`src/rtl/dsc_pkg.sv`:
```
`timescale 1ns/1ps
package dsc_pkg;
  typedef enum logic [1:0] {
    CTRL_RUN = 2'd0,
    CTRL_CLR = 2'd1,
    CTRL_SET = 2'd2
  } ctrl_e;

  localparam int unsigned DIV5_W = 3;
  localparam logic [DIV5_W-1:0] DIV5_LAST = 3'd4;
  localparam logic [DIV5_W-1:0] DIV5_SET  = 3'd4;
  localparam logic              DIV2_SET  = 1'b1;

  // preset pair wins over clear pair
  function automatic ctrl_e ctrl_decode(input logic c0, input logic c1,
                                        input logic s0, input logic s1);
    if (s0 && s1) return CTRL_SET;
    if (c0 && c1) return CTRL_CLR;
    return CTRL_RUN;
  endfunction

  // illegal codes above DIV5_LAST fall back to zero
  function automatic logic [DIV5_W-1:0] div5_next(input logic [DIV5_W-1:0] q);
    if (q >= DIV5_LAST) return '0;
    return q + {{(DIV5_W-1){1'b0}}, 1'b1};
  endfunction
endpackage

```
`src/rtl/dsc_fall_det.sv`:
```
`timescale 1ns/1ps
module dsc_fall_det #(
  parameter int unsigned STAGES = 2
) (
  input  logic clk_i,
  input  logic rst_ni,
  input  logic d_i,
  output logic fall_o
);
  localparam int unsigned LAST = STAGES - 1;

  logic [STAGES-1:0] sync_q;
  logic              prev_q;

  always_ff @(posedge clk_i or negedge rst_ni) begin
    if (!rst_ni) begin
      sync_q <= '0;
      prev_q <= 1'b0;
    end else begin
      sync_q[0] <= d_i;
      for (int i = 1; i < STAGES; i++) sync_q[i] <= sync_q[i-1];
      prev_q <= sync_q[LAST];
    end
  end

  assign fall_o = prev_q & ~sync_q[LAST];
endmodule

```
`src/rtl/dsc_div2.sv`:
```
`timescale 1ns/1ps
module dsc_div2
  import dsc_pkg::*;
(
  input  logic  clk_i,
  input  logic  rst_ni,
  input  ctrl_e ctrl_i,
  input  logic  step_i,
  output logic  q_o
);
  always_ff @(posedge clk_i or negedge rst_ni) begin
    if (!rst_ni) begin
      q_o <= 1'b0;
    end else begin
      unique case (ctrl_i)
        CTRL_SET: q_o <= DIV2_SET;
        CTRL_CLR: q_o <= 1'b0;
        default:  if (step_i) q_o <= ~q_o;
      endcase
    end
  end
endmodule

```
`src/rtl/dsc_div5.sv`:
```
`timescale 1ns/1ps
module dsc_div5
  import dsc_pkg::*;
(
  input  logic              clk_i,
  input  logic              rst_ni,
  input  ctrl_e             ctrl_i,
  input  logic              step_i,
  output logic [DIV5_W-1:0] q_o
);
  always_ff @(posedge clk_i or negedge rst_ni) begin
    if (!rst_ni) begin
      q_o <= '0;
    end else begin
      unique case (ctrl_i)
        CTRL_SET: q_o <= DIV5_SET;
        CTRL_CLR: q_o <= '0;
        default:  if (step_i) q_o <= div5_next(q_o);
      endcase
    end
  end
endmodule

```
`src/rtl/decade_split_counter.sv`:
```
`timescale 1ns/1ps
module decade_split_counter
  import dsc_pkg::*;
#(
  parameter int unsigned SYNC_STAGES = 2
) (
  input  logic clk_i,
  input  logic rst_ni,
  input  logic cnt_a_i,
  input  logic cnt_b_i,
  input  logic clr0_i,
  input  logic clr1_i,
  input  logic set0_i,
  input  logic set1_i,
  output logic qa_o,
  output logic qb_o,
  output logic qc_o,
  output logic qd_o
);
  localparam int unsigned NSEC = 2;

  logic [NSEC-1:0]   cnt_in;
  logic [NSEC-1:0]   fall;
  ctrl_e             ctrl;
  logic [DIV5_W-1:0] hi_q;

  assign cnt_in = {cnt_b_i, cnt_a_i};
  assign ctrl   = ctrl_decode(clr0_i, clr1_i, set0_i, set1_i);

  for (genvar g = 0; g < NSEC; g++) begin : g_edge
    dsc_fall_det #(.STAGES(SYNC_STAGES)) u_fall (
      .clk_i  (clk_i),
      .rst_ni (rst_ni),
      .d_i    (cnt_in[g]),
      .fall_o (fall[g])
    );
  end

  dsc_div2 u_lo (
    .clk_i  (clk_i),
    .rst_ni (rst_ni),
    .ctrl_i (ctrl),
    .step_i (fall[0]),
    .q_o    (qa_o)
  );

  dsc_div5 u_hi (
    .clk_i  (clk_i),
    .rst_ni (rst_ni),
    .ctrl_i (ctrl),
    .step_i (fall[1]),
    .q_o    (hi_q)
  );

  assign {qd_o, qc_o, qb_o} = hi_q;
endmodule

```
`config.mk`:
```
export PLATFORM = sky130hd
export DESIGN_NAME = decade_split_counter
export DESIGN_NICKNAME = d
export VERILOG_FILES = /design/src/rtl/dsc_pkg.sv /design/src/rtl/dsc_fall_det.sv /design/src/rtl/dsc_div2.sv /design/src/rtl/dsc_div5.sv /design/src/rtl/decade_split_counter.sv
export SDC_FILE = /design/constraint.sdc
export NUM_CORES = 1
export LEC_CHECK = 0
export BUFFER_PORTS_ARGS = -buffer_cell sky130_fd_sc_hd__buf_4
export CAP_MARGIN = 20
export CORE_MARGIN = 3
export CORE_UTILIZATION = 30
export DETAILED_ROUTE_END_ITERATION = 16
export GPL_TIMING_DRIVEN = 0
export PLACE_DENSITY = 0.49
export SYNTH_ARGS = -nofsm -noshare
export SYNTH_HDL_FRONTEND = slang
export SYNTH_HIERARCHICAL = 1
export SYNTH_SLANG_ARGS = --single-unit
```
`constraint.sdc`:
```
create_clock -name clk_i -period 1.5 [get_ports clk_i]
set_input_delay 0.15 -clock clk_i [delete_from_list [all_inputs] [get_ports clk_i]]
set_output_delay 0.15 -clock clk_i [all_outputs]
set_load 0.005 [all_outputs]
```
==> results.yml <==
run_status:
  status: "finished, final reports clean"
grt:
  grt_pass1_wl_um: 1110
  grt_start_max_net_pins: 11
  grt_pass1_vias: 272
  gr-usage-all-layers_pct: 7.73
  grt_overflow_total: 0
  antenna_found_initial: 0
placement:
  dpl_cell_area_um2: 601
  placement.io_buffers: 11
  globalplace.congestion: 0.602
  dpl_worst_slack_ns: -0.0872
  placed_cells: 68
  place_hpwl_um: 542
timing:
  min_period_over_period_pct: 87.0
  whs_ns: 0.250
  slew_headroom_pct: 82.8
  tightest_slew_ns: 0.255
  layout_setup_ws_ns: 0.195
  hold_viol: 0
  fin_crit_ns: 1.30
  finClkSkew_ns: 0.00231
  fin_tns_setup_ns: 0
  finalSetupViolCount: 0
  maxSlewViolCount: 0
  rsz0062_at_grt: "false"
  max_clock_freq_mhz: 766
power_and_ir_drop:
  p_sw_share_pct: 26.3
  internal-power_mw: 0.512
  power_switching_mw: 0.182
  ir_drop_mv: 0.634
  totalPowerFinal_mw: 0.695
  p_leak_nw: 0.321
  clkPwrFrac_pct: 24.5
  seq_power_share_pct: 49.1
  cellPowerDensity_nw_per_um2: 1060
  p_comb_share_pct: 26.4
clocking:
  post_cts_resized: 0
  clock_latency_ns: 0.25
  h-tree-depth: 1
  cts_made_buffers: 3
  clkTransAtPathRegs_ns: 0.06
  clockRootBuffer: "clkbuf_4"
  clkSinkCount: 10
  cts_tree: "yes"
  clk_path_buf_depth: 2
worst_setup_path:
  worstReg2RegStart: "g_edge[0].u_fall/prev_q"
  path_class: "primary input to flip-flop"
  critical_path_required_ns: 1.67
  slowest_delay_ns: 0.50
  slowest_stage: "or4b_1"
  end_kind: "flip-flop"
  path_cells: "buf_4, and2_4, nor2_2, inv_1, ha_1, or4b_1, o21ai_0"
  worstPathArrival_ns: 1.47
  path_max_fanout: 5
  startpoint_type: "primary input"
  critPathLaunch: "set0_i"
  cp_top_family: "simple AND/OR/NAND/NOR gates"
  crit_buf_inv: 2
detailed_routing:
  drt_iter0_markers: 0
  wl_per_cell_um: 9.55
  wl_um: 707
  vias: 326
  ant_nets: 0
  drtPass1Iterations: 1
  drc: 0
  viasPerCell: 4.41
cells_and_area:
  post-route-util_pct: 42.4
  fillers: 141
  n_antenna_cell: 0
  drive_gt1_share_pct: 32.8
  postLayoutCellArea_um2: 653
  fin_cells: 74
  nets: 74
  syn_to_final_growth_pct: 31.2
synth:
  synth_top_area_share_pct: 50.3
  synth.most_common_cell: "dfrtp_1"
  synth_ff_type: "dfrtp_1"
  ys.warnings.count: 6
  syn-num-nets: 55
  synth_largest_area_cell: "dfrtp_1"
  synth_area_um2: 498
  synthTopCellsByCount: "10 x dfrtp_1, 6 x ha_1, 6 x inv_1"
  ys_top_cells_by_area: "dfrtp_1 50%, ha_1 15%, nor2b_4 5.5%"
  async_reset_ff_share_pct: 100
  syn_area_per_cell_um2: 12.1
  synthCells: 41
  synth_cell_types: 17
  yosysSeqAreaShare_pct: 50.3
  synth_edf_count: 0
  synth-seq-cells: 10
run:
  max_cap_violations: 0
floorplan:
  dieArea_um2: 2180
  initial_core_util_pct: 32.3
  die_y_um: 46.7
  num_rows: 14
  io_pins: 12
  die_w_um: 46.7
  core_um2: 1540
hold_path:
  min_path_type: "primary input to async pin"
==> power by group through the flow <==
stage          sequential (mW)  clock (mW)  combinational, mW
2_1_floorplan            0.346           0             0.0930
3_3_place_gp             0.347           0              0.178
3_5_place_dp             0.347           0              0.181
4_1_cts                  0.342       0.180              0.188
5_1_grt                  0.348       0.201              0.206
6_report                 0.341       0.170              0.184
==> state kept, by name, summed over array words and instances (netlist names) <==
signal                count
g_edge.u_fall/prev_q      2
g_edge.u_fall/sync_q      4
u_lo/q_o                  1
u_hi/q_o                  3
==> layout make-up <==
class	count	area, um^2	area share, %
flip-flops and latches	10	250	38.3
multi-input cells	25	225	34.5
repair buffers	14	113	17.2
clock buffers	3	22.5	3.45
inverters	6	22.5	3.45
well taps	16	20.0	3.07
==> worst paths after layout <==
path / endpoint / slack (ns) / depth (start not counted)
setup / recovery: u_lo/q_o / 0.20 / 7
hold / removal: u_hi/q_o[0] / 0.25 / 2
setup reg to reg: u_lo/q_o / 0.37 / 3
hold reg to reg: g_edge[0].u_fall/sync_q[1] / 0.35 / 0
max in group asynchronous: g_edge[0].u_fall/prev_q / 1.11 / 2
min in group clk_i: g_edge[0].u_fall/sync_q[1] / 0.35 / 0
==> placed cells by master, fill, tap and decap left out <==
master,synthesis,layout
or3_4,1,1
ha_1,6,6
nand3b_1,2,2
or2b_1,1,1
nor4_1,1,1
o21ai_0,2,2
and2_4,1,1
dlygate4sd3_1,0,3
nor2b_4,2,2
mux2i_1,2,2
or4b_1,1,1
nand2_1,2,2
dfrtp_1,10,10
nor3_1,1,1
buf_4,0,11
clkbuf_4,0,3
a31oi_1,1,1
inv_1,6,6
or3b_1,1,1
nor2_2,1,1
==> routing by layer <==
layer | share of wire, % | track usage (%) | up-vias
li1 | - | - | 171
met1 | 51 | 9.74 | 142
met2 | 40 | 9.89 | 11
met3 | 8.1 | 3.45 | 2
met4 | 1.4 | 6.63 | 0
met5 | 0 | 0 | -
==> cell families after synthesis <==
family,after synthesis,share of synthesized area [%]
simple gates,14,22.9
flops,10,50.3
buf+inv,6,4.52
fa+ha+maj,6,15.1
compound gates,3,3.27
mux,2,4.02
==> what timing repair did <==
item / 4_1_cts / 5_1_grt
hold endpoints to repair: 12 / 0
buffers inserted: 0 / 0
hold buffers: 3 / 0
Power figures use the tool's default switching activity.
